--- src/rtl/sflash_pkg.sv ---
package sflash_pkg;
  typedef enum logic [2:0] {
    PH_CMD, PH_ADDR, PH_DUMMY, PH_READ, PH_ID, PH_SIG, PH_DPARM, PH_SKIP
  } phase_e;

  localparam logic [7:0] OP_READ  = 8'h03;
  localparam logic [7:0] OP_FAST  = 8'h0B;
  localparam logic [7:0] OP_ID    = 8'h9F;
  localparam logic [7:0] OP_SLEEP = 8'hB9;
  localparam logic [7:0] OP_WAKE  = 8'hAB;

  localparam logic [7:0] ID_MFR   = 8'h20;
  localparam logic [7:0] ID_TYPE  = 8'h20;
  localparam logic [7:0] ID_CAP   = 8'h14;
  localparam logic [7:0] ID_LEN   = 8'h10;
  localparam logic [7:0] SIG_BYTE = 8'h13;
endpackage

--- src/rtl/sflash_sync.sv ---
module sflash_sync #(
  parameter int          N       = 3,
  parameter logic [N-1:0] RST_VAL = '0
) (
  input  logic         clk_i,
  input  logic         rst_ni,
  input  logic [N-1:0] async_i,
  output logic [N-1:0] sync_o,
  output logic [N-1:0] prev_o
);
  for (genvar g = 0; g < N; g++) begin : g_bit
    logic [2:0] chain_q;
    always_ff @(posedge clk_i or negedge rst_ni) begin
      if (!rst_ni) chain_q <= {3{RST_VAL[g]}};
      else         chain_q <= {chain_q[1:0], async_i[g]};
    end
    assign sync_o[g] = chain_q[1];
    assign prev_o[g] = chain_q[2];
  end
endmodule

--- src/rtl/sflash_byte_array.sv ---
module sflash_byte_array #(
  parameter int AW = 8
) (
  input  logic          clk_i,
  input  logic          rst_ni,
  input  logic          we_i,
  input  logic [AW-1:0] waddr_i,
  input  logic [7:0]    wdata_i,
  input  logic [AW-1:0] raddr_i,
  output logic [7:0]    rdata_o
);
  localparam int DEPTH = 1 << AW;
  logic [7:0] mem_q [DEPTH];

  always_ff @(posedge clk_i or negedge rst_ni) begin
    if (!rst_ni) begin
      for (int i = 0; i < DEPTH; i++) mem_q[i] <= 8'hFF;
    end else if (we_i) begin
      mem_q[waddr_i] <= wdata_i;
    end
  end

  assign rdata_o = mem_q[raddr_i];
endmodule

--- src/rtl/sflash_id_rom.sv ---
module sflash_id_rom import sflash_pkg::*; #(
  parameter int           IDX_W    = 5,
  parameter logic [127:0] UID_DATA = '0
) (
  input  logic [IDX_W-1:0] idx_i,
  output logic [7:0]       byte_o
);
  always_comb begin
    int k;
    k = int'(idx_i);
    byte_o = 8'h00;
    if (k == 0)      byte_o = ID_MFR;
    else if (k == 1) byte_o = ID_TYPE;
    else if (k == 2) byte_o = ID_CAP;
    else if (k == 3) byte_o = ID_LEN;
    else if (k < 20) byte_o = UID_DATA[8*(19-k) +: 8];
  end
endmodule

--- src/rtl/sflash_rd_resp.sv ---
module sflash_rd_resp import sflash_pkg::*; #(
  parameter int           MEM_AW   = 8,
  parameter logic [127:0] UID_DATA = 128'h0123_4567_89AB_CDEF_FEDC_BA98_7654_3210
) (
  input  logic              clk_i,
  input  logic              rst_ni,
  input  logic              sck_i,
  input  logic              cs_ni,
  input  logic              mosi_i,
  input  logic              busy_i,
  input  logic              wr_en_i,
  input  logic [MEM_AW-1:0] wr_addr_i,
  input  logic [7:0]        wr_data_i,
  output logic              miso_o,
  output logic              miso_oe_o
);
  localparam int IDX_W   = 5;
  localparam int ID_LAST = 20;

  logic [2:0] sync_s, sync_p;
  logic sck_rise, sck_fall, cs_hi, cs_rise, mosi_s;

  sflash_sync #(.N(3), .RST_VAL(3'b010)) u_sync (
    .clk_i, .rst_ni,
    .async_i({mosi_i, cs_ni, sck_i}),
    .sync_o (sync_s),
    .prev_o (sync_p)
  );

  assign sck_rise = sync_s[0] & ~sync_p[0];
  assign sck_fall = ~sync_s[0] & sync_p[0];
  assign cs_hi    = sync_s[1];
  assign cs_rise  = sync_s[1] & ~sync_p[1];
  assign mosi_s   = sync_s[2];

  phase_e            phase_q;
  logic [2:0]        bit_cnt_q;
  logic [7:0]        rx_q;
  logic [1:0]        abyte_q;
  logic              dummy_q;
  logic [15:0]       acc_q;
  logic [MEM_AW-1:0] addr_q;
  logic [7:0]        tx_q;
  logic              miso_q;
  logic              dp_q;
  logic [IDX_W-1:0]  id_idx_q;

  logic [7:0]        rx_next;
  logic              byte_done;
  logic [23:0]       addr_cat;
  logic [MEM_AW-1:0] addr_new, rd_addr;
  logic [7:0]        mem_byte, id_byte;

  assign rx_next   = {rx_q[6:0], mosi_s};
  assign byte_done = sck_rise & (bit_cnt_q == 3'd7) & ~cs_hi;
  assign addr_cat  = {acc_q, rx_next};
  assign addr_new  = addr_cat[MEM_AW-1:0];
  assign rd_addr   = (phase_q == PH_ADDR) ? addr_new : addr_q;

  sflash_byte_array #(.AW(MEM_AW)) u_array (
    .clk_i, .rst_ni,
    .we_i   (wr_en_i),
    .waddr_i(wr_addr_i),
    .wdata_i(wr_data_i),
    .raddr_i(rd_addr),
    .rdata_o(mem_byte)
  );

  sflash_id_rom #(.IDX_W(IDX_W), .UID_DATA(UID_DATA)) u_id (
    .idx_i (id_idx_q),
    .byte_o(id_byte)
  );

  always_ff @(posedge clk_i or negedge rst_ni) begin
    if (!rst_ni) begin
      phase_q   <= PH_CMD;
      bit_cnt_q <= '0;
      rx_q      <= '0;
      abyte_q   <= '0;
      dummy_q   <= 1'b0;
      acc_q     <= '0;
      addr_q    <= '0;
      tx_q      <= '0;
      miso_q    <= 1'b0;
      dp_q      <= 1'b0;
      id_idx_q  <= '0;
    end else if (cs_hi) begin
      // power-down commits only on a clean 8-clock deselect
      if (cs_rise && phase_q == PH_DPARM && bit_cnt_q == 3'd0 && !busy_i)
        dp_q <= 1'b1;
      phase_q   <= PH_CMD;
      bit_cnt_q <= '0;
      abyte_q   <= '0;
      tx_q      <= '0;
      miso_q    <= 1'b0;
      id_idx_q  <= '0;
    end else begin
      if (sck_fall) miso_q <= tx_q[3'd7 - bit_cnt_q];
      if (sck_rise) begin
        rx_q      <= rx_next;
        bit_cnt_q <= bit_cnt_q + 3'd1;
        if (phase_q == PH_DPARM) phase_q <= PH_SKIP;
      end
      if (byte_done) begin
        unique case (phase_q)
          PH_CMD: begin
            if (dp_q) begin
              if (rx_next == OP_WAKE) begin
                dp_q    <= 1'b0;
                tx_q    <= SIG_BYTE;
                phase_q <= PH_SIG;
              end else begin
                phase_q <= PH_SKIP;
              end
            end else begin
              unique case (rx_next)
                OP_READ: begin phase_q <= PH_ADDR; dummy_q <= 1'b0; end
                OP_FAST: begin phase_q <= PH_ADDR; dummy_q <= 1'b1; end
                OP_ID: begin
                  tx_q     <= ID_MFR;
                  id_idx_q <= IDX_W'(1);
                  phase_q  <= PH_ID;
                end
                OP_WAKE: begin tx_q <= SIG_BYTE; phase_q <= PH_SIG; end
                OP_SLEEP: phase_q <= PH_DPARM;
                default:  phase_q <= PH_SKIP;
              endcase
            end
          end
          PH_ADDR: begin
            acc_q   <= addr_cat[15:0];
            abyte_q <= abyte_q + 2'd1;
            if (abyte_q == 2'd2) begin
              if (dummy_q) begin
                addr_q  <= addr_new;
                phase_q <= PH_DUMMY;
              end else begin
                tx_q    <= mem_byte;
                addr_q  <= addr_new + 1'b1;
                phase_q <= PH_READ;
              end
            end
          end
          PH_DUMMY, PH_READ: begin
            tx_q    <= mem_byte;
            addr_q  <= addr_q + 1'b1;
            phase_q <= PH_READ;
          end
          PH_ID: begin
            tx_q <= id_byte;
            if (id_idx_q != IDX_W'(ID_LAST)) id_idx_q <= id_idx_q + 1'b1;
          end
          PH_SIG:  tx_q <= SIG_BYTE;
          default: ;
        endcase
      end
    end
  end

  assign miso_o    = miso_q;
  assign miso_oe_o = ~cs_ni;
endmodule

--- config.mk ---
export PLATFORM = sky130hd
export DESIGN_NAME = sflash_rd_resp
export DESIGN_NICKNAME = d
export VERILOG_FILES = /design/src/rtl/sflash_pkg.sv /design/src/rtl/sflash_sync.sv /design/src/rtl/sflash_byte_array.sv /design/src/rtl/sflash_id_rom.sv /design/src/rtl/sflash_rd_resp.sv
export SDC_FILE = /design/constraint.sdc
export NUM_CORES = 2
export LEC_CHECK = 0
export BUFFER_PORTS_ARGS = -buffer_cell sky130_fd_sc_hd__buf_2
export CAP_MARGIN = 30
export CORE_UTILIZATION = 38
export CTS_BUF_LIST = sky130_fd_sc_hd__clkbuf_8
export CTS_CLUSTER_SIZE = 16
export DETAILED_ROUTE_END_ITERATION = 7
export GPL_ROUTABILITY_DRIVEN = 0
export PLACE_DENSITY_LB_ADDON = 0.12
export SYNTH_ARGS = -nofsm -noshare
export SYNTH_HDL_FRONTEND = slang
export SYNTH_SLANG_ARGS = --single-unit
--- constraint.sdc ---
create_clock -name clk_i -period 4.8 [get_ports clk_i]
set_input_delay 0.96 -clock clk_i [delete_from_list [all_inputs] [get_ports clk_i]]
set_output_delay 0.96 -clock clk_i [all_outputs]
set_load 0.05 [all_outputs]
==> metrics.yaml <==
die:
  die_y_um: 517
  die_w_um: 517
  start_util_pct: 38.4
  rows: 188
  die_area_um2: 268000
  core_um2: 263000
  io_pins: 25
placed_design:
  io_buffers: 24
  dp_hpwl_um: 248000
  dpl.cell_count: 11803
logic_synthesis:
  ys_types: 74
  synth_edf_count: 0
  ys_ff_latch: 2095
  synthArstFlopShare_pct: 100
  yosysSeqAreaShare_pct: 54.5
  synthesis.instances: 8324
  synth_area_um2: 101000
  synthFlopType: "dfstp_2"
  yosysWarnings: 0
  synth_nets: 8361
  syn_area_per_cell_um2: 12.1
final_layout:
  final_nets: 8716
  nFillCells: 24392
  layoutNonFillerInstCount: 12509
  drive_gt1_share_pct: 59.7
  area_growth_pct: 15.0
hold_path:
  hold_path.class: "reg2reg"
  worstHoldPathCells: 0
global_route:
  grt_pass1_wl_um: 547000
  antenna_found_initial: 23
  grt_use_total_pct: 28.2
  grt_max_degree: 112
  grt_pass1_vias: 72104
  grt_overflow: 0
critical_path:
  end_kind: "flip-flop"
  cp.arrival_ns: 5.61
  reg2regPathDepth: 13
  critPathKind: "reg2reg"
  crit_required_ns: 5.72
  startpoint_type: "flip-flop"
  path_max_fanout: 35
sta:
  fmax_ghz: 0.213
  tightest_slew_ns: 1.11
  relSlewSlack_pct: 25.9
  rsz0062_at_grt: "no"
  finalSetupTns_ns: 0
  final-hold-violation-count: 0
  setup_viol: 0
  fin_crit_sh_pct: 97.7
  period_needed_ns: 4.69
  maxSlewViolCount: 0
  fin_skew_ns: 0.0798
clocking:
  htreeDepth: 5
  clk_path_buf_depth: 4
  cts_setup_buffers: 0
  cts.clk_slew.worst_paths_ns: 0.07
  numCtsBuffers: 385
  cts_tree: "yes"
  clock_latency_ns: 1.05
  root_buffer: "clkbuf_8"
  clock-sinks: 2095
pwr:
  p_seq_share_pct: 49.9
  power_mw: 39.5
  switchingPower_mw: 9.91
  leakagePower_nw: 46.5
  combPwrFrac_pct: 6.2
  internal-power_mw: 29.6
  power_density_nw_per_um2: 340
  clock_power_share_pct: 43.9
  switching_share_pct: 25.1
  peakVddDrop_v: 0.000227
detailed_routing:
  viasPerCell: 5.76
  drcViolationCount: 0
  routedWlPerCell_um: 30.4
  drtIter0Drc: 6112
  num_vias: 72096
  detail-route-antenna-nets: 0
  routed_wl_um: 380000
  first_pass_iters: 6
job:
  maxCapViolCount: 0
run_status:
  status: "finished, final reports clean"
[path summary, 6_finish.rpt]
kind / start / end / slack [ns]
worst max-delay path: phase_q[1] / tx_q[6] / 0.11
worst min-delay path: u_sync.g_bit[0].chain_q[0] / u_sync.g_bit[0].chain_q[1] / 0.36
worst max register to register: phase_q[1] / tx_q[6] / 0.11
worst min register to register: u_sync.g_bit[0].chain_q[0] / u_sync.g_bit[0].chain_q[1] / 0.36
max in group asynchronous: rst_ni / u_array.mem_q[824] / 3.45
min in group asynchronous: rst_ni / u_array.mem_q[168] / 0.42
[sequential cells by signal, summed over array words and instances, names as in the netlist]
register              flops
u_array.mem_q          2048
addr_q                    8
tx_q                      8
u_sync.g_bit.chain_q      8
rx_q                      7
id_idx_q                  5
bit_cnt_q                 3
phase_q                   3
abyte_q                   2
dp_q                      1
dummy_q                   1
miso_o                    1
[routing by layer]
layer	GRT usage [%]	up-vias	wire length, um
li1	-	30412	-
met4	10.5	10	14200
met3	5.43	672	25300
met1	39.9	38432	171000
met5	0	-	77
met2	42.6	2570	170000
[critical path: stages (launching register included)]
cell and delay [ns]:
dfrtp_1 0.38, or3b_4 0.61, mux2i_4 0.79, buf_4 0.30, buf_12 0.21, nand2_1 0.31, o22a_1 0.31, a21oi_1 0.12
a2111oi_0 0.10, buf_4 0.19, nor4_1 0.64, buf_4 0.24, o221a_2 0.21, o211ai_1 0.08
[cell usage in the layout, fill, tap and decap left out, drive strengths merged, types with 175 or more instances in the layout]
cell,instances
dfstp,2051
mux2,2045
nand2,1441
buf,580
nand3,570
clkbuf,493
mux2i,252
nor2,242
inv,186
a21oi,175
[cell families after synthesis]
| group | Yosys count | synth area share, % |
|---|---|---|
| xor gates and xnor gates | 10 | 0.0868 |
| muxes | 2390 | 27.4 |
| DFF | 2095 | 54.5 |
| and+or+nand+nor | 2482 | 10.5 |
| buffers and inverters | 650 | 2.87 |
| adders and majority gates | 14 | 0.174 |
| AOI/OAI and AO/OA | 683 | 4.49 |
[cells in the mapped netlist, types with 21 or more instances]
library cell / number / share of area (%)
and3_1: 65 / 0.40
mux4_2: 93 / 2.1
mux2_2: 2044 / 23
buf_2: 198 / 0.98
nand3_1: 569 / 2.8
o22ai_1: 52 / 0.32
o21ai_0: 75 / 0.37
a31oi_1: 86 / 0.53
nand4_1: 40 / 0.25
a311oi_1: 34 / 0.29
a21oi_1: 173 / 0.86
a211oi_1: 86 / 0.64
buf_1: 28 / 0.10
a2111oi_0: 21 / 0.18
buf_4: 37 / 0.28
inv_1: 32 / 0.12
dfstp_2: 2051 / 53
nand2_1: 1441 / 5.4
dfrtp_1: 44 / 1.1
a22oi_1: 41 / 0.30
clkbuf_1: 345 / 1.3
mux2i_1: 248 / 2.5
nor3_1: 48 / 0.24
nor2_1: 242 / 0.90
[cell type report]
class                           count  area (um^2)  share of cell area, %
Antenna cell                       16         40.0                 0.0345
Sequential cell                  2095        55000                   47.4
Clock buffer                      493         6790                   5.85
Tap cell                         3515         4400                   3.79
Inverter                           32          120                  0.103
Timing Repair Buffer              586         5470                   4.71
Multi-Input combinational cell   5579        43300                   37.3
Clock inverter                    193          973                  0.839
[power by group through the flow]
stage / combinational [mW] / sequential, mW / clock, mW
global route: 2.67 / 19.8 / 18.5
global placement: 2.42 / 19.9 / 0
finish: 2.46 / 19.7 / 17.3
CTS: 2.48 / 19.7 / 17.7
floorplan: 1.44 / 19.7 / 0
detailed placement: 2.47 / 19.9 / 0
[repair_timing]
action / 4_1_cts / 5_1_grt
gates resized for setup: 0 / 2
hold buffers: 3 / 0
endpoints found under the setup margin: 0 / 2
hold endpoints to repair: 3 / 0
[per-stage QoR]
stage	utilization [%]	setup WS (ns)	hold WS (ns)	instance area (um^2)
3_3_place_gp	41.1	0.0143	0.343	108000
4_1_cts	44.1	0.00826	0.364	116000
2_1_floorplan	-	1.82	0.331	101000
3_5_place_dp	41.1	0.0321	0.342	108000
5_1_grt	44.1	0.0338	0.367	116000
6_report	44.1	0.112	0.363	116000
No activity file was read; power rests on OpenSTA's default activity.
